### src/rtl/cfm_pkg.sv
package cfm_pkg;
  localparam int SEL_W  = 2;
  localparam int ALU_W  = 3;
  localparam int XSEL_W = 2;

  typedef struct packed {
    logic              ir_ld;
    logic [SEL_W-1:0]  reg_sel;
    logic              reg_wr;
    logic              reg_en;
    logic              a_ld;
    logic              b_ld;
    logic [ALU_W-1:0]  alu_op;
    logic              alu_en;
    logic              ma_ld;
    logic              mem_wr;
    logic              mem_en;
    logic [XSEL_W-1:0] imm_sel;
    logic              imm_en;
  } ctl_t;

  localparam int CTL_W = $bits(ctl_t);

  localparam logic [SEL_W-1:0] SEL_RS = 2'd0;
  localparam logic [SEL_W-1:0] SEL_RT = 2'd1;
  localparam logic [SEL_W-1:0] SEL_RD = 2'd2;
  localparam logic [SEL_W-1:0] SEL_PC = 2'd3;

  localparam logic [ALU_W-1:0] ALU_NONE = 3'd0;
  localparam logic [ALU_W-1:0] ALU_ADD  = 3'd1;
  localparam logic [ALU_W-1:0] ALU_INC4 = 3'd2;
  localparam logic [ALU_W-1:0] ALU_MUL  = 3'd3;

  typedef enum logic [3:0] {
    ST_FETCH0 = 4'd0,
    ST_FETCH1 = 4'd1,
    ST_FETCH2 = 4'd2,
    ST_ADD0   = 4'd3,
    ST_ADD1   = 4'd4,
    ST_ADD2   = 4'd5,
    ST_LD0    = 4'd6,
    ST_LD1    = 4'd7,
    ST_MUL0   = 4'd8,
    ST_MUL1   = 4'd9,
    ST_MUL2   = 4'd10,
    ST_NOP0   = 4'd11,
    ST_FAULT  = 4'd15
  } st_e;
endpackage

### src/rtl/cfm_delay.sv
module cfm_delay #(
  parameter int W   = 8,
  parameter int LAT = 1
) (
  input  logic         clk_i,
  input  logic         rst_ni,
  input  logic [W-1:0] d_i,
  output logic [W-1:0] q_o
);
  if (LAT == 0) begin : g_thru
    assign q_o = d_i;
  end else begin : g_pipe
    logic [W-1:0] stg_q [LAT];
    always_ff @(posedge clk_i or negedge rst_ni) begin
      if (!rst_ni) begin
        for (int k = 0; k < LAT; k++) stg_q[k] <= '0;
      end else begin
        stg_q[0] <= d_i;
        for (int k = 1; k < LAT; k++) stg_q[k] <= stg_q[k-1];
      end
    end
    assign q_o = stg_q[LAT-1];
  end
endmodule

### src/rtl/cfm_expect.sv
module cfm_expect
  import cfm_pkg::*;
(
  input  st_e  st_i,
  output ctl_t exp_o
);
  always_comb begin
    exp_o = '0;
    unique case (st_i)
      ST_FETCH0: begin
        exp_o.reg_sel = SEL_PC; exp_o.reg_en = 1'b1;
        exp_o.a_ld = 1'b1; exp_o.ma_ld = 1'b1;
      end
      ST_FETCH1: begin
        exp_o.ir_ld = 1'b1; exp_o.mem_en = 1'b1;
      end
      ST_FETCH2: begin
        exp_o.reg_sel = SEL_PC; exp_o.reg_wr = 1'b1;
        exp_o.alu_op = ALU_INC4; exp_o.alu_en = 1'b1;
      end
      ST_ADD0, ST_MUL0: begin
        exp_o.reg_sel = SEL_RS; exp_o.reg_en = 1'b1; exp_o.a_ld = 1'b1;
      end
      ST_ADD1, ST_MUL1: begin
        exp_o.reg_sel = SEL_RT; exp_o.reg_en = 1'b1; exp_o.b_ld = 1'b1;
      end
      ST_ADD2: begin
        exp_o.reg_sel = SEL_RD; exp_o.reg_wr = 1'b1;
        exp_o.alu_op = ALU_ADD; exp_o.alu_en = 1'b1;
      end
      ST_MUL2: begin
        exp_o.reg_sel = SEL_RD; exp_o.reg_wr = 1'b1;
        exp_o.alu_op = ALU_MUL; exp_o.alu_en = 1'b1;
      end
      ST_LD0: begin
        exp_o.reg_sel = SEL_RS; exp_o.reg_en = 1'b1; exp_o.ma_ld = 1'b1;
      end
      ST_LD1: begin
        exp_o.reg_sel = SEL_RT; exp_o.reg_wr = 1'b1; exp_o.mem_en = 1'b1;
      end
      default: exp_o = '0;
    endcase
  end
endmodule

### src/rtl/cfm_next.sv
module cfm_next
  import cfm_pkg::*;
#(
  parameter int                 OPC_W   = 6,
  parameter logic [OPC_W-1:0]   OP_NOP  = 'd0,
  parameter logic [OPC_W-1:0]   OP_ADD  = 'd1,
  parameter logic [OPC_W-1:0]   OP_LOAD = 'd2,
  parameter logic [OPC_W-1:0]   OP_MUL  = 'd3
) (
  input  st_e              st_i,
  input  logic [OPC_W-1:0] opc_i,
  output st_e              nxt_o
);
  always_comb begin
    unique case (st_i)
      ST_FETCH0: nxt_o = ST_FETCH1;
      ST_FETCH1: nxt_o = ST_FETCH2;
      ST_FETCH2: begin
        if      (opc_i == OP_ADD)  nxt_o = ST_ADD0;
        else if (opc_i == OP_LOAD) nxt_o = ST_LD0;
        else if (opc_i == OP_MUL)  nxt_o = ST_MUL0;
        else if (opc_i == OP_NOP)  nxt_o = ST_NOP0;
        else                       nxt_o = ST_FAULT;
      end
      ST_ADD0: nxt_o = ST_ADD1;
      ST_ADD1: nxt_o = ST_ADD2;
      ST_MUL0: nxt_o = ST_MUL1;
      ST_MUL1: nxt_o = ST_MUL2;
      ST_LD0:  nxt_o = ST_LD1;
      ST_ADD2, ST_MUL2, ST_LD1, ST_NOP0: nxt_o = ST_FETCH0;
      default: nxt_o = ST_FAULT;
    endcase
  end
endmodule

### src/rtl/ctrl_flow_monitor.sv
module ctrl_flow_monitor
  import cfm_pkg::*;
#(
  parameter int               OPC_W   = 6,
  parameter int               LAT     = 1,
  parameter logic [OPC_W-1:0] OP_NOP  = 'd0,
  parameter logic [OPC_W-1:0] OP_ADD  = 'd1,
  parameter logic [OPC_W-1:0] OP_LOAD = 'd2,
  parameter logic [OPC_W-1:0] OP_MUL  = 'd3
) (
  input  logic             clk_i,
  input  logic             rst_ni,
  input  logic             clear_i,
  input  logic             valid_i,
  input  logic [OPC_W-1:0] opcode_i,
  input  logic [CTL_W-1:0] ctrl_i,
  output logic             predicate_ok_o,
  output logic             fault_o,
  output logic             halt_req_o,
  output logic [3:0]       exp_state_o,
  output logic [CTL_W-1:0] bad_vec_o
);
  localparam int PW = 1 + OPC_W + CTL_W;

  logic [PW-1:0]    pipe_q;
  logic             pipe_v;
  logic [OPC_W-1:0] pipe_opc;
  logic [CTL_W-1:0] pipe_vec;
  st_e              st_q, st_d, st_nxt;
  ctl_t             exp_vec;
  logic [CTL_W-1:0] bad_q;
  logic             halt_q;
  logic             entering;

  cfm_delay #(.W(PW), .LAT(LAT)) u_delay (
    .clk_i (clk_i),
    .rst_ni(rst_ni),
    .d_i   ({valid_i, opcode_i, ctrl_i}),
    .q_o   (pipe_q)
  );
  assign {pipe_v, pipe_opc, pipe_vec} = pipe_q;

  cfm_expect u_expect (.st_i(st_q), .exp_o(exp_vec));

  cfm_next #(
    .OPC_W(OPC_W), .OP_NOP(OP_NOP), .OP_ADD(OP_ADD),
    .OP_LOAD(OP_LOAD), .OP_MUL(OP_MUL)
  ) u_next (.st_i(st_q), .opc_i(pipe_opc), .nxt_o(st_nxt));

  always_comb begin
    st_d = st_q;
    if (clear_i)                   st_d = ST_FETCH0;
    else if (st_q == ST_FAULT)     st_d = ST_FAULT;
    else if (pipe_v) begin
      if (pipe_vec == exp_vec)     st_d = st_nxt;
      else                         st_d = ST_FAULT;
    end
  end

  assign entering = (st_d == ST_FAULT) && (st_q != ST_FAULT);

  always_ff @(posedge clk_i or negedge rst_ni) begin
    if (!rst_ni) begin
      st_q   <= ST_FETCH0;
      bad_q  <= '0;
      halt_q <= 1'b0;
    end else begin
      st_q   <= st_d;
      halt_q <= entering;
      if (clear_i)       bad_q <= '0;
      else if (entering) bad_q <= pipe_vec;
    end
  end

  assign fault_o        = (st_q == ST_FAULT);
  assign predicate_ok_o = !fault_o;
  assign halt_req_o     = halt_q;
  assign exp_state_o    = st_q;
  assign bad_vec_o      = bad_q;
endmodule

### config.mk
export PLATFORM = sky130hd
export DESIGN_NAME = ctrl_flow_monitor
export DESIGN_NICKNAME = d
export VERILOG_FILES = /design/src/rtl/cfm_pkg.sv /design/src/rtl/cfm_delay.sv /design/src/rtl/cfm_expect.sv /design/src/rtl/cfm_next.sv /design/src/rtl/ctrl_flow_monitor.sv
export SDC_FILE = /design/constraint.sdc
export NUM_CORES = 1
export LEC_CHECK = 0
export ABC_AREA = 1
export BUFFER_PORTS_ARGS = -buffer_cell sky130_fd_sc_hd__clkbuf_2
export CAP_MARGIN = 20
export CORE_UTILIZATION = 40
export DETAILED_ROUTE_END_ITERATION = 10
export PLACE_DENSITY = 0.63
export SETUP_SLACK_MARGIN = 0.5
export SKIP_CTS_REPAIR_TIMING = 1
export SLEW_MARGIN = 20
export SYNTH_ARGS = -nofsm -noshare
export SYNTH_HDL_FRONTEND = slang
export SYNTH_SLANG_ARGS = --single-unit
### constraint.sdc
create_clock -name clk_i -period 2.2 [get_ports clk_i]
set_input_delay 0.22 -clock clk_i [delete_from_list [all_inputs] [get_ports clk_i]]
set_output_delay 0.22 -clock clk_i [all_outputs]
set_load 0.01 [all_outputs]
Word level (Yosys, flattened, before mapping)
Index checks and enable logic that the tools add are counted.
{"block": "word_totals", "regBits": 46, "latchBits": 0, "ramBits": 0, "mem_bits_ro": 0, "in_bits": 27, "output_inout_bits": 24, "wordCells": 57, "n_memories": 0}
{"block": "classes", "add_sub_neg": 0, "n_mul": 0, "div": 0, "n_lt_le_gt_ge": 0, "eq_ne": 18, "shifts": 0, "n_mux": 20, "n_bitwise": 0, "reduce_logical": 15}
{"operator": "one-hot mux 4 bit (9 select lines)", "count": 1}
{"operator": "two-way mux 17 bit", "count": 2}
{"operator": "two-way mux 4 bit", "count": 7}
{"operator": "equality test 4 bit, second input constant", "count": 6}
{"operator": "equality test 17 bit", "count": 1}
{"operator": "equality test 4 x 3 -> 1 bit, second input constant", "count": 4}
{"operator": "equality test 6 x 2 -> 1 bit, second input constant", "count": 2}
{"operator": "OR reduction 2 bit", "count": 5}
{"operator": "one-hot mux 3 bit (3 select lines)", "count": 1}
{"operator": "equality test 4 x 2 -> 1 bit, second input constant", "count": 2}
{"operator": "OR reduction 4 bit", "count": 2}
{"operator": "two-way mux 1 bit", "count": 7}
{"operator": "equality test 6 x 1 -> 1 bit, second input constant", "count": 1}
{"operator": "logical NOT 6 bit", "count": 1}
{"operator": "one-hot mux 2 bit (3 select lines)", "count": 1}
{"operator": "OR reduction 3 bit", "count": 2}
{"operator": "OR reduction 6 bit", "count": 1}
{"operator": "equality test 4 x 1 -> 1 bit, second input constant", "count": 1}
{"operator": "logical NOT 4 bit", "count": 1}
{"operator": "!= test 4 bit, second input constant", "count": 1}
{"operator": "two-way mux 3 bit", "count": 1}
{"operator": "nonzero test 2 bit", "count": 1}
{"operator": "logical AND 1 bit", "count": 1}
{"operator": "logical NOT 1 bit", "count": 1}

Logic depth before layout (Yosys ltp)
Gate-level depths: netlist of the first run.
{"block": "logic_depth", "depth_word": 14, "depth_mapped": 19}

Hierarchy
From an unflattened synthesis of the first run, not the netlist that was laid out.
{"block": "unflattened", "cells_unflattened": 287, "area_unflattened_um2": 2290.9}
{"mod": "ctrl_flow_monitor", "n_inst": 1, "cells_each": 175, "area_per_inst_um2": 1286.2}
{"mod": "cfm_delay", "n_inst": 1, "cells_each": 24, "area_per_inst_um2": 600.6}
{"mod": "cfm_expect", "n_inst": 1, "cells_each": 48, "area_per_inst_um2": 222.7}
{"mod": "cfm_next", "n_inst": 1, "cells_each": 40, "area_per_inst_um2": 181.4}

Worst setup path before layout of the first run
OpenSTA, ideal clock, no wires.
{"block": "synth_timing", "path_type": "register to register", "from": "register st_q[1] (netlist: exp_state_o[1])", "to": "register bad_q[10] (netlist: bad_vec_o[10])", "setup_ns": 0.117, "arrival_ns": 1.952, "required_time_ns": 2.083, "path_slack_ns": 0.131, "stages_incl_launch_ff": 16, "period_less_slack_ns": 2.069, "cell_sequence": "dfrtp_1 nand2_1 clkinv_1 nand2_2 nand3_1 nor2_1 nand2_1 nand2_1 nor2_1 nand4_1 nand2_1 a21oi_4 nand3_4 buf_12 nand3_2 nand2_1"}
{"block": "synth_via", "elab_chain_cells": 11, "elab_cells_between_ends": 42, "classes_between": "15 x eq/ne; 14 x mux; 13 x reduce/logical"}
{"item": "start: declaration", "line_no": "ctrl_flow_monitor.sv:29", "text": "st_e st_q, st_d, st_nxt;"}
{"item": "start signal: assignment", "line_no": "ctrl_flow_monitor.sv:68", "text": "st_q <= st_d;"}
{"item": "equality test 4 x 3 -> 1 bit, or another cell as far along", "line_no": "cfm_expect.sv:9, cfm_next.sv:15"}
{"item": "OR reduction 3 bit (no line), or another cell as far along"}
{"item": "one-hot mux 2 bit (3 select lines) or two-way mux 1 bit (tied branches)", "line_no": "cfm_expect.sv:9", "text": "unique case (st_i)"}
{"item": "equality test 17 bit", "line_no": "ctrl_flow_monitor.sv:55", "text": "if (pipe_vec == exp_vec) st_d = st_nxt;"}
{"item": "two-way mux 4 bit", "line_no": "ctrl_flow_monitor.sv:55"}
{"item": "two-way mux 4 bit", "line_no": "ctrl_flow_monitor.sv:54", "text": "else if (pipe_v) begin"}
{"item": "two-way mux 4 bit", "line_no": "ctrl_flow_monitor.sv:53", "text": "else if (st_q == ST_FAULT) st_d = ST_FAULT;"}
{"item": "two-way mux 4 bit", "line_no": "ctrl_flow_monitor.sv:52", "text": "if (clear_i) st_d = ST_FETCH0;"}
{"item": "equality test 4 bit", "line_no": "ctrl_flow_monitor.sv:60", "text": "assign entering = (st_d == ST_FAULT) && (st_q != ST_FAULT);"}
{"item": "logical AND 1 bit *", "line_no": "ctrl_flow_monitor.sv:60"}
{"item": "nonzero test 2 bit (no line) *"}
{"item": "end signal: assignment", "line_no": "ctrl_flow_monitor.sv:71", "text": "else if (entering) bad_q <= pipe_vec;"}
{"item": "end: declaration", "line_no": "ctrl_flow_monitor.sv:31", "text": "logic [CTL_W-1:0] bad_q;"}
Mark *: on every way between the ends. The rest lies on a longest branch, timed or not.
A chain may end at the register's enable or synchronous reset.

Worst setup path after layout of the first run
{"block": "layout_timing", "from": "register st_q[0] (netlist: exp_state_o[0])", "to": "register bad_q[6] (netlist: bad_vec_o[6])"}
Same word-level chain as after synthesis.

==> results of run 1 <==
==> state kept, by name, indices dropped and copies added (netlist names) <==
name / cells
bad_vec_o: 17
exp_state_o: 4
halt_req_o: 1
u_delay.q_o: 24
==> logic make-up after synthesis <==
group           after synthesis  share of synthesized area [%]
compound gates               14                           3.87
simple gates                183                           38.9
flops                        46                           50.8
buf+inv                      33                           6.46
==> final timing paths <==
| kind | cells past startpoint | to | startpoint | slack (ps) |
|---|---|---|---|---|
| max | 16 | bad_vec_o[6]$_DFFE_PN0P_ | exp_state_o[0]$_DFF_PN0_ | -140 |
| min | 1 | u_delay.q_o[6]$_DFF_PN0_ | ctrl_i[6] | 20 |
| max reg2reg | 16 | bad_vec_o[6]$_DFFE_PN0P_ | exp_state_o[0]$_DFF_PN0_ | -140 |
| min reg2reg | 2 | bad_vec_o[4]$_DFFE_PN0P_ | u_delay.q_o[4]$_DFF_PN0_ | 510 |
| max in group asynchronous | 3 | bad_vec_o[10]$_DFFE_PN0P_ | rst_ni | 1070 |
| min in group asynchronous | 2 | exp_state_o[0]$_DFF_PN0_ | rst_ni | 390 |
==> layout make-up <==
type / count / share of cell area [%]
repair buffers: 75 / 16.3
inverters: 29 / 3.75
clock buffers: 7 / 2.70
multi-input cells: 200 / 38.1
clock inverters: 1 / 0.274
flip-flops and latches: 46 / 36.1
well taps: 72 / 2.82
==> power groups by stage <==
stage               clock, uW  sequential (uW)  combinational, uW
floorplan                   0              940                165
global placement            0              938                290
detailed placement          0              938                291
CTS                       564              921                292
global route              597              930                420
finish                    548              925                383
==> cells in the final DEF, fill, tap and decap left out, types with 3 or more instances in the layout <==
| cell type | n |
|---|---|
| sky130_fd_sc_hd__nand2_1 | 58 |
| sky130_fd_sc_hd__clkbuf_2 | 50 |
| sky130_fd_sc_hd__dfrtp_1 | 42 |
| sky130_fd_sc_hd__nand3_1 | 34 |
| sky130_fd_sc_hd__nand2_2 | 24 |
| sky130_fd_sc_hd__nand3_2 | 20 |
| sky130_fd_sc_hd__inv_1 | 19 |
| sky130_fd_sc_hd__nor2_1 | 18 |
| sky130_fd_sc_hd__buf_4 | 17 |
| sky130_fd_sc_hd__nor2_2 | 9 |
| sky130_fd_sc_hd__nor2_4 | 7 |
| sky130_fd_sc_hd__clkbuf_8 | 6 |
| sky130_fd_sc_hd__inv_2 | 5 |
| sky130_fd_sc_hd__a21oi_1 | 5 |
| sky130_fd_sc_hd__nand3_4 | 5 |
| sky130_fd_sc_hd__nand2_4 | 4 |
| sky130_fd_sc_hd__o21ai_0 | 4 |
| sky130_fd_sc_hd__dfrtp_2 | 4 |
| sky130_fd_sc_hd__nand4_1 | 3 |
| sky130_fd_sc_hd__buf_12 | 3 |
==> metrics by stage <==
stage          util [%]  std cells  setup slack [ps]  hold slack [ps]  total power [uW]
2_1_floorplan         -        276               202            -75.6              1100
3_3_place_gp       49.7        409             -71.4              183              1230
3_5_place_dp       49.7        409              -114              188              1230
4_1_cts            51.4        417              -140             -139              1780
5_1_grt            58.5        430              -268             1.74              1950
6_report           58.5        430              -142             21.3              1860
==> worst register-to-register path: cells and delay by family, from the launching register on <==
| kind | cells | cell delay, ps |
|---|---|---|
| AND/OR/NAND/NOR | 13 | 1200 |
| buffers and inverters | 2 | 330 |
| AO/OA/AOI/OAI | 1 | 240 |
| flip-flops | 1 | 480 |
==> per-layer routing <==
layer	routed length, um	GRT usage [%]
met2	3030	31.2
met4	32	5.28
met5	0	0
met1	2740	23.8
met3	282	3.57
==> impl_summary.txt, run 1 <==
----------------------------------------------------
[Placement]
  HPWL reported at the end of detailed placement ... a little under 4000 um
  Final weighted congestion in routability-driven placement ... 0.993
  Placed instance area ... around 2700 um2
  Number of port buffers ... 50

[Timing]
  Fin. max-slew vios ... 0
  Worst Setup Slack, final ... -142 ps
  Worst-Margin Slew ... ~670 ps
  Total negative slack for setup checks ... -1840 ps
  Crit path time final ... 2340 ps
  Ratio of final minimum period to clock period ... 106%
  Final hold violations ... 0
  RSZ-0062 raised after global routing ... yes
  Count of final setup violators ... 17
  Relative slew slack ... 55.0%
  Maximum operating frequency ... 0.427 GHz
  Post-Route Skew ... 7.08 ps

[Synth]
  Cell area after synthesis ... around 2300 um2
  Proportion of register bits with asynchronous set or reset after synthesis ... 100%
  Mapped Avg Cell Area ... between 8 and 9 um2
  Number of enable flip-flop cells after synthesis ... 0
  Number of unique standard cell types used by synthesis ... 24
  Commonest cells post-synth ... sky130_fd_sc_hd__nand2_1, sky130_fd_sc_hd__dfrtp_1, sky130_fd_sc_hd__nand3_1
  Count of state elements after synthesis ... 46
  Cell with the most instances after synthesis ... sky130_fd_sc_hd__nand2_1
  Number of instances in the synthesized netlist ... 276
  Area share of the leading cell type in the synthesized netlist ... 50.8%
  Synthesized Nets ... 303
  Count of synthesis-stage warnings from yosys ... 0
  Fraction of the yosys area taken by sequential cells ... 50.8%
  Cell taking the most area after synthesis ... sky130_fd_sc_hd__dfrtp_1
  Primary FF master, synth ... sky130_fd_sc_hd__dfrtp_1
  Cell types with the largest area share after synthesis ... sky130_fd_sc_hd__dfrtp_1, sky130_fd_sc_hd__nand2_1, sky130_fd_sc_hd__nand3_1

[Setup path]
  Largest delay share family, worst path ... simple AND/OR/NAND/NOR gates
  Kind of start point of the critical path ... flop
  Worst stage delay on the critical path ... 480 ps
  Cells traversed along the worst timing path ... buf_4, nor2_4, nand2_1, nand2_1, nand2_1, nand2_1, nor2_2, nand3_2, nor2_4, nand3_2, nand2_2, a21oi_4, buf_12, nand3_4, nand3_1, nand2_1
  Kind of critical path ... reg -> reg
  Critical path arrival ... between 2000 and 3000 ps
  Worst path buffer plus inverter count ... 2
  Critical path's most frequent cell ... sky130_fd_sc_hd__nand2_1
  Top fanout value on the critical path ... 7
  Category of the worst setup path capture point ... flop
  Master of the slowest instance on the critical path ... sky130_fd_sc_hd__dfrtp_2
  Required arrival time at the worst endpoint ... 2390 ps

[Clocking]
  Largest buffer count on any clock path ... 2
  Worst-skew pair later-pin latency ... about 300 ps
  Sink count of the clock tree ... between 40 and 50
  Clock tree from TritonCTS ... built
  Clk root buf ... sky130_fd_sc_hd__clkbuf_8
  Clock transition at path regs ... 90 ps
  Num CTS Buffers ... 5
  Count of H-tree levels built during CTS ... 2

[Detailed routing]
  Routed wire per std cell ... 14.1 um
  Total iterations of the first detailed-routing run ... 4
  Vias per inst ... ~5.0
  Antenna-violating nets left ... 0
  Initial detailed-routing violation count ... 165
  Routed vias ... 2,144
  Number of design rule violations left after detail routing ... 0
  Total Wirelength ... 6080 um

[Global routing]
  Initial antenna violation count ... 0
  Remaining Overflow, GRT ... 0
  Via count of the first global-routing pass ... 1,904
  Pin count of the biggest net entering global routing ... 30
  Global Route Usage Sum ... 18.4%
  Wire length of the first global-routing pass ... 8600 um

[Layout]
  Post-layout net count ... 384
  Flip-flop and latch area ... 1160 um2
  Inserted Diodes ... 0
  Number of fill cells ... 499
  Post-route standard cell area excluding fillers ... 3200 um2
  Multi-input gate area ... about 1200 um2
  P&R area growth vs syn ... 41.2%
  Proportion of layout cells with a drive suffix above 1 ... 46.4%

[Power]
  Flop pwr share ... 49.9%
  Clock Power Share ... 29.5%
  Comb pwr share ... between 20% and 30%
  Static Leakage ... 0.00166 uW
  Internal power ... 1300 uW
  Max rail drop VDD ... 349 uV
  Net switching power ... roughly 550 uW
  Power per unit of standard cell area ... 580 nW/um2
  Net switching fraction of the power ... between 20 and 30%

[Floorplan]
  Die outline area ... ~6000 um2
  # rows ... 27
  Starting utilization of the core area ... 41.4%
  Chip height ... 77.3 um
  Width of the die ... 77.3 um
  Floorplan Core Area ... approximately 5500 um2
  Number of top-level pins ... 51

[Hold path]
  Class of the tightest hold or removal check ... in -> reg

[Run]
  Number of maximum-capacitance constraint violations ... 0

[Run status]
  Violations in the final reports ... negative setup slack
  Status ... complete, but fails checks

----------------------------------------------------
(Power assumes the default switching activity.)
==> inputs of run 2 (changes only) <==
--- a/config.mk
+++ b/config.mk
@@ -19 +19,2 @@
 export SYNTH_SLANG_ARGS = --single-unit
+export TNS_END_PERCENT = 30
--- a/constraint.sdc
+++ b/constraint.sdc
@@ -3,2 +3,2 @@
 set_output_delay 0.22 -clock clk_i [all_outputs]
-set_load 0.01 [all_outputs]
+set_load 0.02 [all_outputs]
==> run 2 against run 1 <==
Compared with the run above:
- the flow still finishes with violations (negative setup slack)
- design area down 0.70%
- non-clock buffer count shrank 9
- sequential share of layout area grew 0.26 points
- global-route usage down 0.90 points
- register-to-register slack improved by 50 ps
- wire length is 0.39% higher
- critical endpoint is now bad_vec_o[2]$_DFFE_PN0P_
==> impl_summary.txt, run 2 (same netlist as run 1, synthesis figures left out) <==
----------------------------------------------------
[Detailed routing]
  Initial detailed-routing violation count ... between 150 and 200
  Total iterations of the first detailed-routing run ... 4
  Total Wirelength ... 6100 um
  Routed wire per std cell ... between 10 and 15 um
  Routed vias ... between 2,000 and 2,500
  Vias per inst ... about 5.2
  Number of design rule violations left after detail routing ... 0
  Antenna-violating nets left ... 0

[Global routing]
  Initial antenna violation count ... 0
  Wire length of the first global-routing pass ... between 8000 and 9000 um
  Remaining Overflow, GRT ... 0
  Global Route Usage Sum ... 17.5%
  Pin count of the biggest net entering global routing ... 36
  Via count of the first global-routing pass ... 1,855

[Setup path]
  Category of the worst setup path capture point ... flop
  RR Startpoint ... exp_state_o[0]$_DFF_PN0_
  Kind of start point of the critical path ... flop
  FF-to-FF path depth ... 15
  Required arrival time at the worst endpoint ... approximately 2400 ps
  Critical path arrival ... about 2500 ps
  Kind of critical path ... reg -> reg
  Flop2flop setup slack ... -90 ps
  Top fanout value on the critical path ... 8
  RR Endpoint ... bad_vec_o[2]$_DFFE_PN0P_

[Timing]
  Ratio of final minimum period to clock period ... 104%
  Worst Setup Slack, final ... -86.8 ps
  Relative slew slack ... 43.7%
  Crit path time final ... 2290 ps
  RSZ-0062 raised after global routing ... yes
  Worst-Margin Slew ... ~840 ps
  Fin. max-slew vios ... 0
  Maximum operating frequency ... 0.437 GHz
  Post-Route Skew ... 7.01 ps
  Final hold violations ... 0
  Count of final setup violators ... 17

[Layout]
  Max reg flops ... 24
  P&R area growth vs syn ... 40.2%
  Proportion of layout cells with a drive suffix above 1 ... approximately 46%
  Inserted Diodes ... 0
  Number of fill cells ... 477
  Commonest non-fill, non-tap cells in the layout ... sky130_fd_sc_hd__nand2_1, sky130_fd_sc_hd__clkbuf_2, sky130_fd_sc_hd__dfrtp_1
  Final standard cell utilization of the core ... about three fifths
  Most frequent standard cell in the layout excluding fill and tap cells ... sky130_fd_sc_hd__nand2_1
  Post-layout net count ... about 380

[Floorplan]
  Chip height ... 77.3 um
  Width of the die ... ~77 um
  # rows ... 27
  Floorplan Core Area ... 5470 um2
  Die outline area ... 5970 um2
  Starting utilization of the core area ... 41.4%
  Number of top-level pins ... 51

[Clocking]
  Count of H-tree levels built during CTS ... 2
  Clk root buf ... sky130_fd_sc_hd__clkbuf_8
  Sink count of the clock tree ... 46
  Num CTS Buffers ... 5
  Clock transition at path regs ... 90 ps
  Largest buffer count on any clock path ... 2
  Clock tree from TritonCTS ... built
  Worst-skew pair later-pin latency ... around 300 ps

[Placement]
  Number of port buffers ... 50
  HPWL reported at the end of detailed placement ... around 3800 um
  Final weighted congestion in routability-driven placement ... 0.946
  Worst slack, placed ... -123 ps

[Hold path]
  Class of the tightest hold or removal check ... in -> async

[Power]
  Total Power Consumption ... 1870 uW
  Max rail drop VDD ... 434 uV
  Power per unit of standard cell area ... 588 nW/um2
  Static Leakage ... between 0.0015 and 0.002 uW

[Run]
  Number of maximum-capacitance constraint violations ... 0

[Run status]
  Violations in the final reports ... negative setup slack
  Status ... complete, but fails checks

----------------------------------------------------
## run 2: how the worst max path moves through the flow
stage / from / cells after the start / slack, ps / to
floorplan: exp_state_o[1]$_DFF_PN0_ / 16 / 170 / bad_vec_o[10]$_DFFE_PN0P_
global placement: exp_state_o[2]$_DFF_PN0_ / 15 / -130 / bad_vec_o[1]$_DFFE_PN0P_
detailed placement: exp_state_o[2]$_DFF_PN0_ / 15 / -120 / bad_vec_o[0]$_DFFE_PN0P_
CTS: exp_state_o[2]$_DFF_PN0_ / 15 / -150 / bad_vec_o[1]$_DFFE_PN0P_
global route: exp_state_o[0]$_DFF_PN0_ / 15 / -220 / bad_vec_o[16]$_DFFE_PN0P_
finish: exp_state_o[0]$_DFF_PN0_ / 15 / -90 / bad_vec_o[2]$_DFFE_PN0P_
## run 2: cell type report
cell class	instances	area, um2	area share [%]
Sequential cell	46	1160	36.4
Multi-Input combinational cell	200	1250	39.5
Tap cell	72	90.1	2.84
Clock buffer	7	86.3	2.72
Timing Repair Buffer	66	463	14.6
Inverter	29	118	3.70
Clock inverter	1	8.76	0.276
## run 2: critical path, stage by stage (launching register included)
cell and delay (ps):
sky130_fd_sc_hd__dfrtp_2 490, sky130_fd_sc_hd__inv_4 80, sky130_fd_sc_hd__nor2_4 220, sky130_fd_sc_hd__nand2_4 120
sky130_fd_sc_hd__nand2_2 90, sky130_fd_sc_hd__nor2_1 40, sky130_fd_sc_hd__nand2_1 50, sky130_fd_sc_hd__nand2_1 100
sky130_fd_sc_hd__nor2_1 160, sky130_fd_sc_hd__nand4_1 180, sky130_fd_sc_hd__nand2_2 130, sky130_fd_sc_hd__a21oi_4 60
sky130_fd_sc_hd__buf_12 150, sky130_fd_sc_hd__clkbuf_16 160, sky130_fd_sc_hd__nand3_1 80, sky130_fd_sc_hd__nand2_1 50
## run 2: report_power, final
group          total (uW)  switching [uW]  internal, uW
logic                 390             238           151
registers             929            43.8           885
clock network         551             291           260
total                1870             573          1300
## run 2: metrics by stage
stage	std cells	setup TNS, ps	hold WS (ps)	instance area [um2]
after floorplan	276	0	-75.6	2280
after global placement	400	-1950	328	2650
after detailed placement	400	-1810	330	2650
after CTS	408	-2110	15.2	2740
after global routing	421	-3590	6.18	3180
final	421	-1140	8.86	3180
## run 2: metal layers
| metal | GRT usage, % | wire (um) | vias to the layer above | share of wire [%] |
|---|---|---|---|---|
| met4 | 5.28 | 83 | 0 | 1.4 |
| met1 | 22.2 | 2510 | 1057 | 41 |
| li1 | - | - | 1033 | - |
| met5 | 0 | 0 | - | 0 |
| met2 | 29.5 | 3220 | 68 | 53 |
| met3 | 4.05 | 281 | 11 | 4.6 |
==> inputs of run 3 (changes only) <==
Settings changed: ABC_AREA 1 to unset, CORE_MARGIN set to 4, PLACE_DENSITY 0.63 to 0.61.
==> run 3 against run 2 <==
Compared with the run above:
- the flow finishes with violations (negative hold slack)
- worst setup slack better by 98 ps
- design area increased by 19%
- combinational power rose by 70%
- sequential cell count is the same
- global-route usage down 0.15 points
- clock power grew 18%
- sequential share of layout area shrank 5.8 points
- wire length grew 33%
- final cell count rose by 9.5%
- via count is 23% higher
- fmax grew 4.5%
- worst hold slack worse by 32 ps
==> impl_summary.txt, run 3 <==
----------------------------------------------------
[Timing]
  Final hold violations ... 29
  Post-Route Skew ... 12.3 ps
  Total negative slack for setup checks ... 0 ps
  Relative slew slack ... 46.2%
  RSZ-0062 raised after global routing ... yes
  Worst-Margin Slew ... 808 ps
  Post-route worst hold slack ... -23.1 ps
  Fin. max-slew vios ... 0
  Count of final setup violators ... 0
  Ratio of final minimum period to clock period ... 99.5%
  Crit path time final ... about 2200 ps
  Maximum operating frequency ... 0.457 GHz

[Global routing]
  Remaining Overflow, GRT ... 0
  Global Route Usage Sum ... between 15 and 20%
  Met3 usage in global routing ... 4.14%
  Fraction of met2 tracks used by global routing ... about 28%
  Via count of the first global-routing pass ... roughly 2,400
  Global-route track usage on met1 ... a little under a quarter
  Initial antenna violation count ... 0
  Wire length of the first global-routing pass ... 11,900 um
  Most heavily used metal layer in global routing ... met2
  Pin count of the biggest net entering global routing ... 48

[Synth]
  Number of unique standard cell types used by synthesis ... 54
  Synthesized Nets ... between 300 and 400
  Cell taking the most area after synthesis ... sky130_fd_sc_hd__dfrtp_1
  Count of synthesis-stage warnings from yosys ... 0
  Mapped Avg Cell Area ... 9.69 um2
  Fraction of the yosys area taken by sequential cells ... 40.4%
  Cell with the most instances after synthesis ... sky130_fd_sc_hd__dfrtp_1
  Proportion of register bits with asynchronous set or reset after synthesis ... 100%
  Cell types with the largest area share after synthesis ... sky130_fd_sc_hd__dfrtp_1, sky130_fd_sc_hd__nand4_1, sky130_fd_sc_hd__o221a_2
  Number of instances in the synthesized netlist ... 294
  Count of state elements after synthesis ... 46
  Area share of the leading cell type in the synthesized netlist ... between 40% and 50%
  Commonest cells post-synth ... sky130_fd_sc_hd__dfrtp_1, sky130_fd_sc_hd__nand4_1, sky130_fd_sc_hd__a21oi_1
  Cell area after synthesis ... 2850 um2
  Number of enable flip-flop cells after synthesis ... 0
  Primary FF master, synth ... sky130_fd_sc_hd__dfrtp_1

[Detailed routing]
  Initial detailed-routing violation count ... 246
  Number of design rule violations left after detail routing ... 0
  Total Wirelength ... slightly above 8000 um
  Routed vias ... roughly 2,700
  Vias per inst ... 5.77
  Routed wire per std cell ... 17.6 um
  Antenna-violating nets left ... 0
  Total iterations of the first detailed-routing run ... 5

[Power]
  Power per unit of standard cell area ... 605 nW/um2
  Net switching power ... 723 uW
  Comb pwr share ... around 29%
  Clock Power Share ... 28.5%
  Max rail drop VDD ... 269 uV
  Static Leakage ... ~0.0016 uW
  Internal power ... 1560 uW
  Net switching fraction of the power ... around a third
  Flop pwr share ... 42.5%

[Layout]
  Max reg flops ... 24
  Post-route insts no fill ... 461
  Commonest non-fill, non-tap cells in the layout ... sky130_fd_sc_hd__clkbuf_2, sky130_fd_sc_hd__dfrtp_1, sky130_fd_sc_hd__nand4_1
  Most frequent standard cell in the layout excluding fill and tap cells ... sky130_fd_sc_hd__clkbuf_2
  Multi-input gate area ... 1590 um2
  Flip-flop and latch area ... 1160 um2
  Proportion of layout cells with a drive suffix above 1 ... 38.9%
  Post-layout net count ... 391
  P&R area growth vs syn ... 32.5%
  Inserted Diodes ... 0
  Number of fill cells ... ~610
  Final standard cell utilization of the core ... approximately 55%

[Floorplan]
  Number of top-level pins ... approximately 50
  # rows ... 30
  Floorplan Core Area ... 6870 um2
  Die outline area ... 8540 um2
  Chip height ... 92.4 um
  Width of the die ... 92.4 um
  Starting utilization of the core area ... 41.5%

[Clocking]
  Clk root buf ... sky130_fd_sc_hd__clkbuf_8
  Clock transition at path regs ... 100 ps
  Clock tree from TritonCTS ... built
  Worst-skew pair later-pin latency ... 320 ps
  Largest buffer count on any clock path ... 2
  Num CTS Buffers ... 5
  Count of H-tree levels built during CTS ... 2
  Sink count of the clock tree ... 46

[Setup path]
  Master of the slowest instance on the critical path ... sky130_fd_sc_hd__dfrtp_2
  Required arrival time at the worst endpoint ... between 2000 and 2500 ps
  Launching instance or port of the critical path ... exp_state_o[1]$_DFF_PN0_
  Critical path arrival ... between 2000 and 2500 ps
  Kind of start point of the critical path ... flop
  Worst path buffer plus inverter count ... 2
  FF-to-FF path depth ... 8
  Category of the worst setup path capture point ... flop
  Largest delay share family, worst path ... compound AO/OA/AOI/OAI gates
  Number of stages on the worst setup path ... 8
  Cells traversed along the worst timing path ... buf_6, o21a_1, o31a_1, nor4_2, o32a_4, clkbuf_16, o221a_2, o211ai_1
  RR Startpoint ... exp_state_o[1]$_DFF_PN0_
  Flop2flop setup slack ... 10 ps
  Top fanout value on the critical path ... 7
  Kind of critical path ... reg -> reg
  Worst stage delay on the critical path ... about 450 ps
  RR Endpoint ... bad_vec_o[8]$_DFFE_PN0P_
  Worst setup path end ... bad_vec_o[8]$_DFFE_PN0P_

[Run status]
  Violations in the final reports ... negative hold slack
  Status ... complete, but fails checks

[Placement]
  Final weighted congestion in routability-driven placement ... between 0.7 and 0.8
  Number of port buffers ... 50
  Placed Cells incl. Taps ... 430
  HPWL reported at the end of detailed placement ... 4990 um

[Hold path]
  Class of the tightest hold or removal check ... in -> async

[Run]
  Number of maximum-capacitance constraint violations ... 0

----------------------------------------------------
[run 3: changes by cell type in the layout (fill, tap and decap cells not counted), moves of 20 or more]
cell / change
sky130_fd_sc_hd__nand3_2: -28
sky130_fd_sc_hd__nand2b_1: +21
sky130_fd_sc_hd__nand2_2: -21
sky130_fd_sc_hd__nand4_1: +26
sky130_fd_sc_hd__nand2_1: -39
sky130_fd_sc_hd__nand3_1: -20
[run 3: cells by family (layout without fill, tap and decap cells)]
kind of cell    count (synthesis)  in the layout  synth area share, %
compound gates                 94             94                 28.0
flops                          46             46                 40.4
buf+inv                        42            111                 8.38
simple gates                  108            110                 21.9
xor+xnor                        3              3                0.922
mux                             1              1                0.351
[run 3: how the worst min path moves through the flow]
| stage | from | to | slack [ps] | cells after the start |
|---|---|---|---|---|
| global route | opcode_i[2] | u_delay.q_o[19]$_DFF_PN0_ | -2 | 1 |
| detailed placement | opcode_i[4] | u_delay.q_o[21]$_DFF_PN0_ | 330 | 1 |
| floorplan | rst_ni | bad_vec_o[0]$_DFFE_PN0P_ | -80 | 0 |
| global placement | ctrl_i[4] | u_delay.q_o[4]$_DFF_PN0_ | 330 | 1 |
| CTS | ctrl_i[11] | u_delay.q_o[11]$_DFF_PN0_ | 4 | 1 |
| finish | rst_ni | bad_vec_o[16]$_DFFE_PN0P_ | -20 | 1 |
[run 3: layout make-up]
class | instances | share of cell area, %
Sequential cell | 46 | 30.6
Timing Repair Buffer | 96 | 20.5
Inverter | 7 | 0.696
Clock inverter | 3 | 1.16
Clock buffer | 5 | 1.82
Tap cell | 96 | 3.18
Multi-Input combinational cell | 208 | 42.1
[run 3: power by group through the flow]
stage	registers (uW)	logic [uW]	clock network (uW)
CTS	975	544	665
global placement	989	538	0
floorplan	1010	327	0
detailed placement	991	541	0
finish	972	662	651
global route	980	712	706
[run 3: worst register-to-register path, stage by stage (launching register included)]
cell and delay [ps]:
sky130_fd_sc_hd__dfrtp_2 450, sky130_fd_sc_hd__buf_6 140, sky130_fd_sc_hd__o21a_1 180, sky130_fd_sc_hd__o31a_1 260
sky130_fd_sc_hd__nor4_2 330, sky130_fd_sc_hd__o32a_4 290, sky130_fd_sc_hd__clkbuf_16 170, sky130_fd_sc_hd__o221a_2 180
sky130_fd_sc_hd__o211ai_1 80
[run 3: metal layers]
layer | part of all wire (%) | vias up
li1 | - | 1259
met1 | 44 | 1291
met2 | 49 | 96
met3 | 5.6 | 13
met4 | 1.7 | 0
met5 | 0 | -
[run 3: through the flow]
| stage | instance area [um2] | power, uW | worst slack, ps |
|---|---|---|---|
| finish | 3780 | 2280 | 11.1 |
| global route | 3780 | 2400 | -102 |
| CTS | 3390 | 2180 | 15.9 |
| detailed placement | 3280 | 1530 | 35.7 |
| global placement | 3280 | 1530 | 56.9 |
| floorplan | 2890 | 1340 | 82.5 |
